<file path="src/rtl/spl_pkg.sv">
package spl_pkg;

    parameter int ADDR_W        = 12;
    parameter int DATA_W        = 32;
    parameter int NUM_LOCKS_DEF = 32;

    parameter logic [ADDR_W-1:0] CFG_OFF    = 12'h000;
    parameter logic [ADDR_W-1:0] STATUS_OFF = 12'h010;
    parameter logic [ADDR_W-1:0] LOCK_BASE  = 12'h100;
    parameter logic [DATA_W-1:0] CFG_VALUE  = 32'h1000_0000;

    typedef enum logic [1:0] {
        SEL_NONE,
        SEL_CFG,
        SEL_STATUS,
        SEL_LOCK
    } sel_kind_e;

    typedef struct packed {
        sel_kind_e         kind;
        logic [ADDR_W-1:0] idx;
    } reg_sel_t;

    function automatic reg_sel_t decode_addr(input logic [ADDR_W-1:0] a, input int n_locks);
        reg_sel_t s;
        logic [ADDR_W-1:0] off;
        s.kind = SEL_NONE;
        s.idx  = '0;
        off    = a - LOCK_BASE;
        if (a == CFG_OFF) begin
            s.kind = SEL_CFG;
        end else if (a == STATUS_OFF) begin
            s.kind = SEL_STATUS;
        end else if (a >= LOCK_BASE && a[1:0] == 2'b00 &&
                     ({20'd0, off} >> 2) < n_locks) begin
            s.kind = SEL_LOCK;
            s.idx  = off >> 2;
        end
        return s;
    endfunction

endpackage

</file>
<file path="src/rtl/spl_decoder.sv">
module spl_decoder
    import spl_pkg::*;
#(
    parameter int NUM_LOCKS = NUM_LOCKS_DEF
) (
    input  logic              strobe,
    input  logic [ADDR_W-1:0] addr,
    output reg_sel_t          sel,
    output logic [NUM_LOCKS-1:0] lock_hit
);
    always_comb begin
        sel = decode_addr(addr, NUM_LOCKS);
        if (!strobe) sel.kind = SEL_NONE;
    end

    for (genvar i = 0; i < NUM_LOCKS; i++) begin : g_hit
        assign lock_hit[i] = (sel.kind == SEL_LOCK) && (sel.idx == ADDR_W'(i));
    end
endmodule

</file>
<file path="src/rtl/spl_lock_cell.sv">
module spl_lock_cell (
    input  logic clk,
    input  logic rst,
    input  logic rd_hit,
    input  logic wr_hit,
    input  logic wr_zero,
    output logic taken_q,
    output logic taken_seen
);
    // write acts first; the read observes and then sets
    always_comb taken_seen = (wr_hit && wr_zero) ? 1'b0 : taken_q;

    always_ff @(posedge clk) begin
        if (rst)         taken_q <= 1'b0;
        else if (rd_hit) taken_q <= 1'b1;
        else             taken_q <= taken_seen;
    end
endmodule

</file>
<file path="src/rtl/spl_read_mux.sv">
module spl_read_mux
    import spl_pkg::*;
#(
    parameter int NUM_LOCKS = NUM_LOCKS_DEF
) (
    input  logic                 clk,
    input  logic                 rst,
    input  reg_sel_t             rsel,
    input  logic [NUM_LOCKS-1:0] lock_q,
    input  logic [NUM_LOCKS-1:0] lock_seen,
    output logic [DATA_W-1:0]    rd_data
);
    logic [DATA_W-1:0] value;
    logic [DATA_W-1:0] rdata_q;

    always_comb begin
        unique case (rsel.kind)
            SEL_CFG:    value = CFG_VALUE;
            SEL_STATUS: value = DATA_W'(lock_q);
            SEL_LOCK:   value = DATA_W'(lock_seen[rsel.idx[$clog2(NUM_LOCKS)-1:0]]);
            default:    value = '0;
        endcase
    end

    always_ff @(posedge clk) begin
        if (rst) rdata_q <= '0;
        else     rdata_q <= value;
    end

    assign rd_data = rdata_q;
endmodule

</file>
<file path="src/rtl/spl_bank.sv">
module spl_bank
    import spl_pkg::*;
#(
    parameter int NUM_LOCKS = NUM_LOCKS_DEF
) (
    input  logic              clk,
    input  logic              rst,
    input  logic              rd_en,
    input  logic              wr_en,
    input  logic [ADDR_W-1:0] addr,
    input  logic [DATA_W-1:0] wr_data,
    output logic [DATA_W-1:0] rd_data
);
    reg_sel_t             rsel;
    reg_sel_t             wsel;
    logic [NUM_LOCKS-1:0] rd_hit;
    logic [NUM_LOCKS-1:0] wr_hit;
    logic [NUM_LOCKS-1:0] lock_q;
    logic [NUM_LOCKS-1:0] lock_seen;
    logic                 wr_zero;

    assign wr_zero = (wr_data == '0);

    spl_decoder #(.NUM_LOCKS(NUM_LOCKS)) u_rdec (
        .strobe(rd_en && !rst), .addr(addr), .sel(rsel), .lock_hit(rd_hit)
    );
    spl_decoder #(.NUM_LOCKS(NUM_LOCKS)) u_wdec (
        .strobe(wr_en && !rst), .addr(addr), .sel(wsel), .lock_hit(wr_hit)
    );

    for (genvar i = 0; i < NUM_LOCKS; i++) begin : g_lock
        spl_lock_cell u_cell (
            .clk(clk), .rst(rst),
            .rd_hit(rd_hit[i]), .wr_hit(wr_hit[i]), .wr_zero(wr_zero),
            .taken_q(lock_q[i]), .taken_seen(lock_seen[i])
        );
    end

    spl_read_mux #(.NUM_LOCKS(NUM_LOCKS)) u_rmux (
        .clk(clk), .rst(rst), .rsel(rsel),
        .lock_q(lock_q), .lock_seen(lock_seen), .rd_data(rd_data)
    );
endmodule

</file>
<file path="config.mk">
export PLATFORM = sky130hd
export DESIGN_NAME = spl_bank
export DESIGN_NICKNAME = d
export VERILOG_FILES = /design/src/rtl/spl_pkg.sv /design/src/rtl/spl_decoder.sv /design/src/rtl/spl_lock_cell.sv /design/src/rtl/spl_read_mux.sv /design/src/rtl/spl_bank.sv
export SDC_FILE = /design/constraint.sdc
export NUM_CORES = 1
export LEC_CHECK = 0
export ABC_AREA = 1
export BUFFER_PORTS_ARGS = -buffer_cell sky130_fd_sc_hd__buf_4
export CORE_UTILIZATION = 48
export DETAILED_ROUTE_END_ITERATION = 6
export PLACE_DENSITY_LB_ADDON = 0.2
export SLEW_MARGIN = 40
export SYNTH_ARGS = -nofsm -noshare
export SYNTH_HDL_FRONTEND = slang
export SYNTH_SLANG_ARGS = --single-unit
</file>
<file path="constraint.sdc">
create_clock -name clk -period 1.87 [get_ports clk]
set_input_delay 0.187 -clock clk [delete_from_list [all_inputs] [get_ports clk]]
set_output_delay 0.187 -clock clk [all_outputs]
set_load 0.05 [all_outputs]
</file>
==> metrics.txt <==
# TYPE chip_impl_metric gauge
chip_impl_metric{name="postLayoutCellArea",unit="µm²"} 4930
chip_impl_metric{name="synth.yosys.seq_area_share",unit="%"} 41.1
chip_impl_metric{name="max-cap-violations",unit=""} 0
chip_impl_metric{name="combined_area_of_all_synthesized_cells",unit="µm²"} 3120
chip_impl_metric{name="syn_avg_cell_area",unit="µm²"} 6.37
chip_impl_metric{name="die_width",unit="µm"} 82.6
chip_impl_metric{name="worstSkewPairLatency",unit="ns"} 0.35
chip_impl_metric{name="share_of_flip_flops_with_an_asynchronous_set_or_reset_after_synthesis",unit="%"} 0
chip_impl_info{name="post_synth_most_frequent_cells",value="nand2_1 (125), nor2_1 (114), dfxtp_1 (64)"} 1
chip_impl_metric{name="data_arrival_time_of_the_worst_path",unit="ns"} 2.30
chip_impl_metric{name="gp_congestion",unit=""} 0.929
chip_impl_metric{name="fraction_of_final_layout_cells_with_drive_strength_greater_than_1",unit="%"} 38.4
chip_impl_metric{name="synth_largest_type_area_fraction",unit="%"} 41.1
chip_impl_metric{name="postSynthCellCount",unit=""} 489
chip_impl_metric{name="clk_path_buf_depth",unit=""} 2
chip_impl_metric{name="detail_route.first_pass.iterations",unit=""} 6
chip_impl_metric{name="yosys.cell_types.count",unit=""} 25
chip_impl_metric{name="hold_buffers",unit=""} 0
chip_impl_info{name="synthDominantAreaCellType",value="dfxtp_1"} 1
chip_impl_metric{name="place.port_buffers",unit=""} 79
chip_impl_info{name="failing_checks",value="setup timing"} 1
chip_impl_metric{name="hold_viol_final",unit=""} 0
chip_impl_metric{name="route.detailed.vias_per_inst",unit=""} 5.19
chip_impl_metric{name="htreeDepth",unit=""} 3
chip_impl_metric{name="grt_start_max_net_pins",unit=""} 34
chip_impl_metric{name="timing.hold.ws",unit="ns"} 0.205
chip_impl_metric{name="place_inst",unit=""} 693
chip_impl_metric{name="postLayoutSetupSlackWorst",unit="ns"} -0.183
chip_impl_metric{name="grt_pass1_wl",unit="mm"} 15.1
chip_impl_metric{name="powerDensity",unit="nW/µm²"} 538
chip_impl_metric{name="placementRows",unit=""} 28
chip_impl_info{name="ys.flop_type",value="dfxtp_1"} 1
chip_impl_metric{name="vias",unit=""} 3769
chip_impl_info{name="crit_path_start_kind",value="input pin"} 1
chip_impl_info{name="result_of_the_run",value="complete, but fails checks"} 1
chip_impl_metric{name="detailed_place.area",unit="µm²"} 4380
chip_impl_metric{name="vdd.ir_drop.worst",unit="mV"} 0.527
chip_impl_info{name="cts_tree",value="built"} 1
chip_impl_metric{name="first_global_vias",unit=""} 3567
chip_impl_metric{name="biggest_fanout_along_the_worst_timing_path",unit=""} 16
chip_impl_metric{name="die_area",unit="µm²"} 6820
chip_impl_metric{name="final.setup_skew",unit="ns"} 0.00932
chip_impl_metric{name="worst_pin_slew",unit="ns"} 0.384
chip_impl_metric{name="grt-ovfl-total",unit=""} 0
chip_impl_metric{name="globalRouteTotalUtil",unit="%"} 29.4
chip_impl_info{name="clk_root_buffer_cell",value="clkbuf_8"} 1
chip_impl_metric{name="routed_wire_length",unit="mm"} 10.0
chip_impl_metric{name="design_power_total",unit="mW"} 2.65
chip_impl_metric{name="cts_inserted_buffers",unit=""} 9
chip_impl_metric{name="mappedNetlistNets",unit=""} 540
chip_impl_metric{name="endpoint_required_time_on_the_critical_path",unit="ns"} 2.11
chip_impl_metric{name="io-pin-count",unit=""} 80
chip_impl_info{name="criticalPathCategory",value="in2reg"} 1
chip_impl_metric{name="synth_warnings",unit=""} 0
chip_impl_metric{name="antenna_found_initial",unit=""} 0
chip_impl_metric{name="antenna_violating_nets_post_route",unit=""} 0
chip_impl_metric{name="drv_slew",unit=""} 0
chip_impl_metric{name="share_of_the_core_filled_with_cells_in_the_final_layout",unit="%"} 80.9
chip_impl_metric{name="ant_diodes",unit=""} 0
chip_impl_metric{name="nNetsFinal",unit=""} 697
chip_impl_metric{name="chipHeight",unit="µm"} 82.6
chip_impl_metric{name="detail_route.wl_per_cell",unit="µm"} 13.8
chip_impl_metric{name="stdcell_count",unit=""} 726
chip_impl_metric{name="clkSlewWorstSetupHoldPaths",unit="ns"} 0.07
chip_impl_metric{name="setup_viol_count_final",unit=""} 1
chip_impl_metric{name="layout-area-overhead-vs-synth",unit="%"} 58.3
chip_impl_metric{name="p_leak",unit="nW"} 2.24
chip_impl_info{name="worst_setup_path_end_kind",value="register"} 1
chip_impl_metric{name="max_clock_freq",unit="MHz"} 487
chip_impl_metric{name="post_synth_edffs",unit=""} 0
chip_impl_metric{name="post_dp_hpwl",unit="mm"} 6.86
chip_impl_metric{name="detail_route.iter0.violations",unit=""} 276
chip_impl_info{name="worstHoldPathType",value="in2reg"} 1
chip_impl_metric{name="final.period_utilization",unit="%"} 110
chip_impl_metric{name="floorplan.initialDensity",unit="%"} 51.1
chip_impl_metric{name="synth_seq_cells",unit=""} 64
chip_impl_info{name="netlist_top_cells_area",value="dfxtp_1 (41%), nand2_1 (15%), nor2_1 (14%)"} 1
chip_impl_metric{name="nFillCells",unit=""} 424
chip_impl_metric{name="core_region_area",unit="µm²"} 6100
chip_impl_metric{name="timing.max_slew.rel_slack",unit="%"} 74.4
chip_impl_info{name="unrepaired_setup_endpoints_after_global_routing",value="yes"} 1
chip_impl_metric{name="final.min_clock_period",unit="ns"} 2.05
chip_impl_metric{name="number_of_drc_violations_after_detailed_routing",unit=""} 0
chip_impl_metric{name="tritoncts_num_sinks",unit=""} 64
chip_impl_info{name="synth_most_common_cell",value="nand2_1"} 1
==> routing by layer <==
layer / up-vias / GRT usage [%] / wire length, µm
met3: 41 / 5.38 / 683
met4: 0 / 10.7 / 310
met5: - / 0 / 0
met2: 179 / 54.5 / 5170
li1: 1826 / - / -
met1: 1723 / 33.3 / 3890
==> flip-flops by register name, indices dropped and copies added, names as in the netlist <==
signal / count
u_rmux.rd_data: 32
g_lock.u_cell.taken_q: 32
==> metrics by stage <==
stage | TNS [ns] | setup WS, ns
global route | -0.321 | -0.302
finish | -0.183 | -0.183
global placement | -3.49 | -0.523
CTS | -0.125 | -0.125
detailed placement | -4.68 | -0.492
floorplan | -0.0837 | -0.0837
==> layout by cell type (no fill, tap or decap), drive strengths merged <==
cell type	count
nand2	131
ha	3
nor3	1
nor4	1
o21ai	4
buf	161
nor2	123
nand4	7
a32o	1
clkbuf	13
inv	60
a21oi	44
a21boi	1
clkinvlp	2
dfxtp	64
nand3	30
clkinv	4
nand3b	1
==> worst paths after layout <==
| path | end | start | slack (ns) | cells after the start |
|---|---|---|---|---|
| worst max register to register | u_rmux.rd_data[0]$_SDFF_PP0_ | g_lock[8].u_cell.taken_q$_SDFF_PP0_ | 0.76 | 8 |
| worst min register to register | u_rmux.rd_data[3]$_SDFF_PP0_ | g_lock[3].u_cell.taken_q$_SDFF_PP0_ | 0.44 | 2 |
| worst min-delay path | u_rmux.rd_data[28]$_SDFF_PP0_ | rd_en | 0.21 | 4 |
| worst max-delay path | u_rmux.rd_data[0]$_SDFF_PP0_ | addr[9] | -0.18 | 21 |
==> area by class of cell <==
| class | count | area (µm²) | share of cell area (%) |
|---|---|---|---|
| Inverter | 60 | 245 | 4.97 |
| Multi-Input combinational cell | 347 | 1770 | 35.9 |
| Tap cell | 75 | 93.8 | 1.90 |
| Clock inverter | 6 | 42.5 | 0.863 |
| Clock buffer | 10 | 138 | 2.79 |
| Sequential cell | 64 | 1280 | 26.0 |
| Timing Repair Buffer | 164 | 1360 | 27.6 |
==> worst max-delay path: stages <==
cell      delay (ns)
buf_12          0.11
inv_12          0.05
ha_4            0.13
nand2_4         0.05
nor2_4          0.11
nand2_4         0.08
buf_4           0.15
nor2_4          0.14
nand2_2         0.09
clkinv_1        0.12
nand2_8         0.13
nor2_1          0.26
nand2_4         0.07
nand3_2         0.07
nand2_1         0.05
nor2_1          0.11
nor2_1          0.07
nor2_1          0.11
nand3_1         0.09
nand3_1         0.08
nand2_1         0.05
==> where the power goes <==
part	switching [mW]	internal, mW
clock	0.563	0.518
combinational	0.0971	0.114
sequential	0.000000744	1.36
total	0.660	1.99
==> kinds of logic (layout without fill, tap and decap cells) <==
kind of cell    Yosys count  in the layout  share of synthesized area, %
simple gates            293            294                          39.0
buf+inv                  79            240                          10.4
flops                    64             64                          41.1
compound gates           50             50                          8.27
fa+ha+maj                 3              3                          1.20
==> what timing repair did <==
action                     CTS  global route
pin swaps                    7            27
setup buffers                3             9
gates resized for setup     11            39
cloned                       1             4
setup endpoints to repair    1             4
No activity file was read; power rests on OpenSTA's default activity.
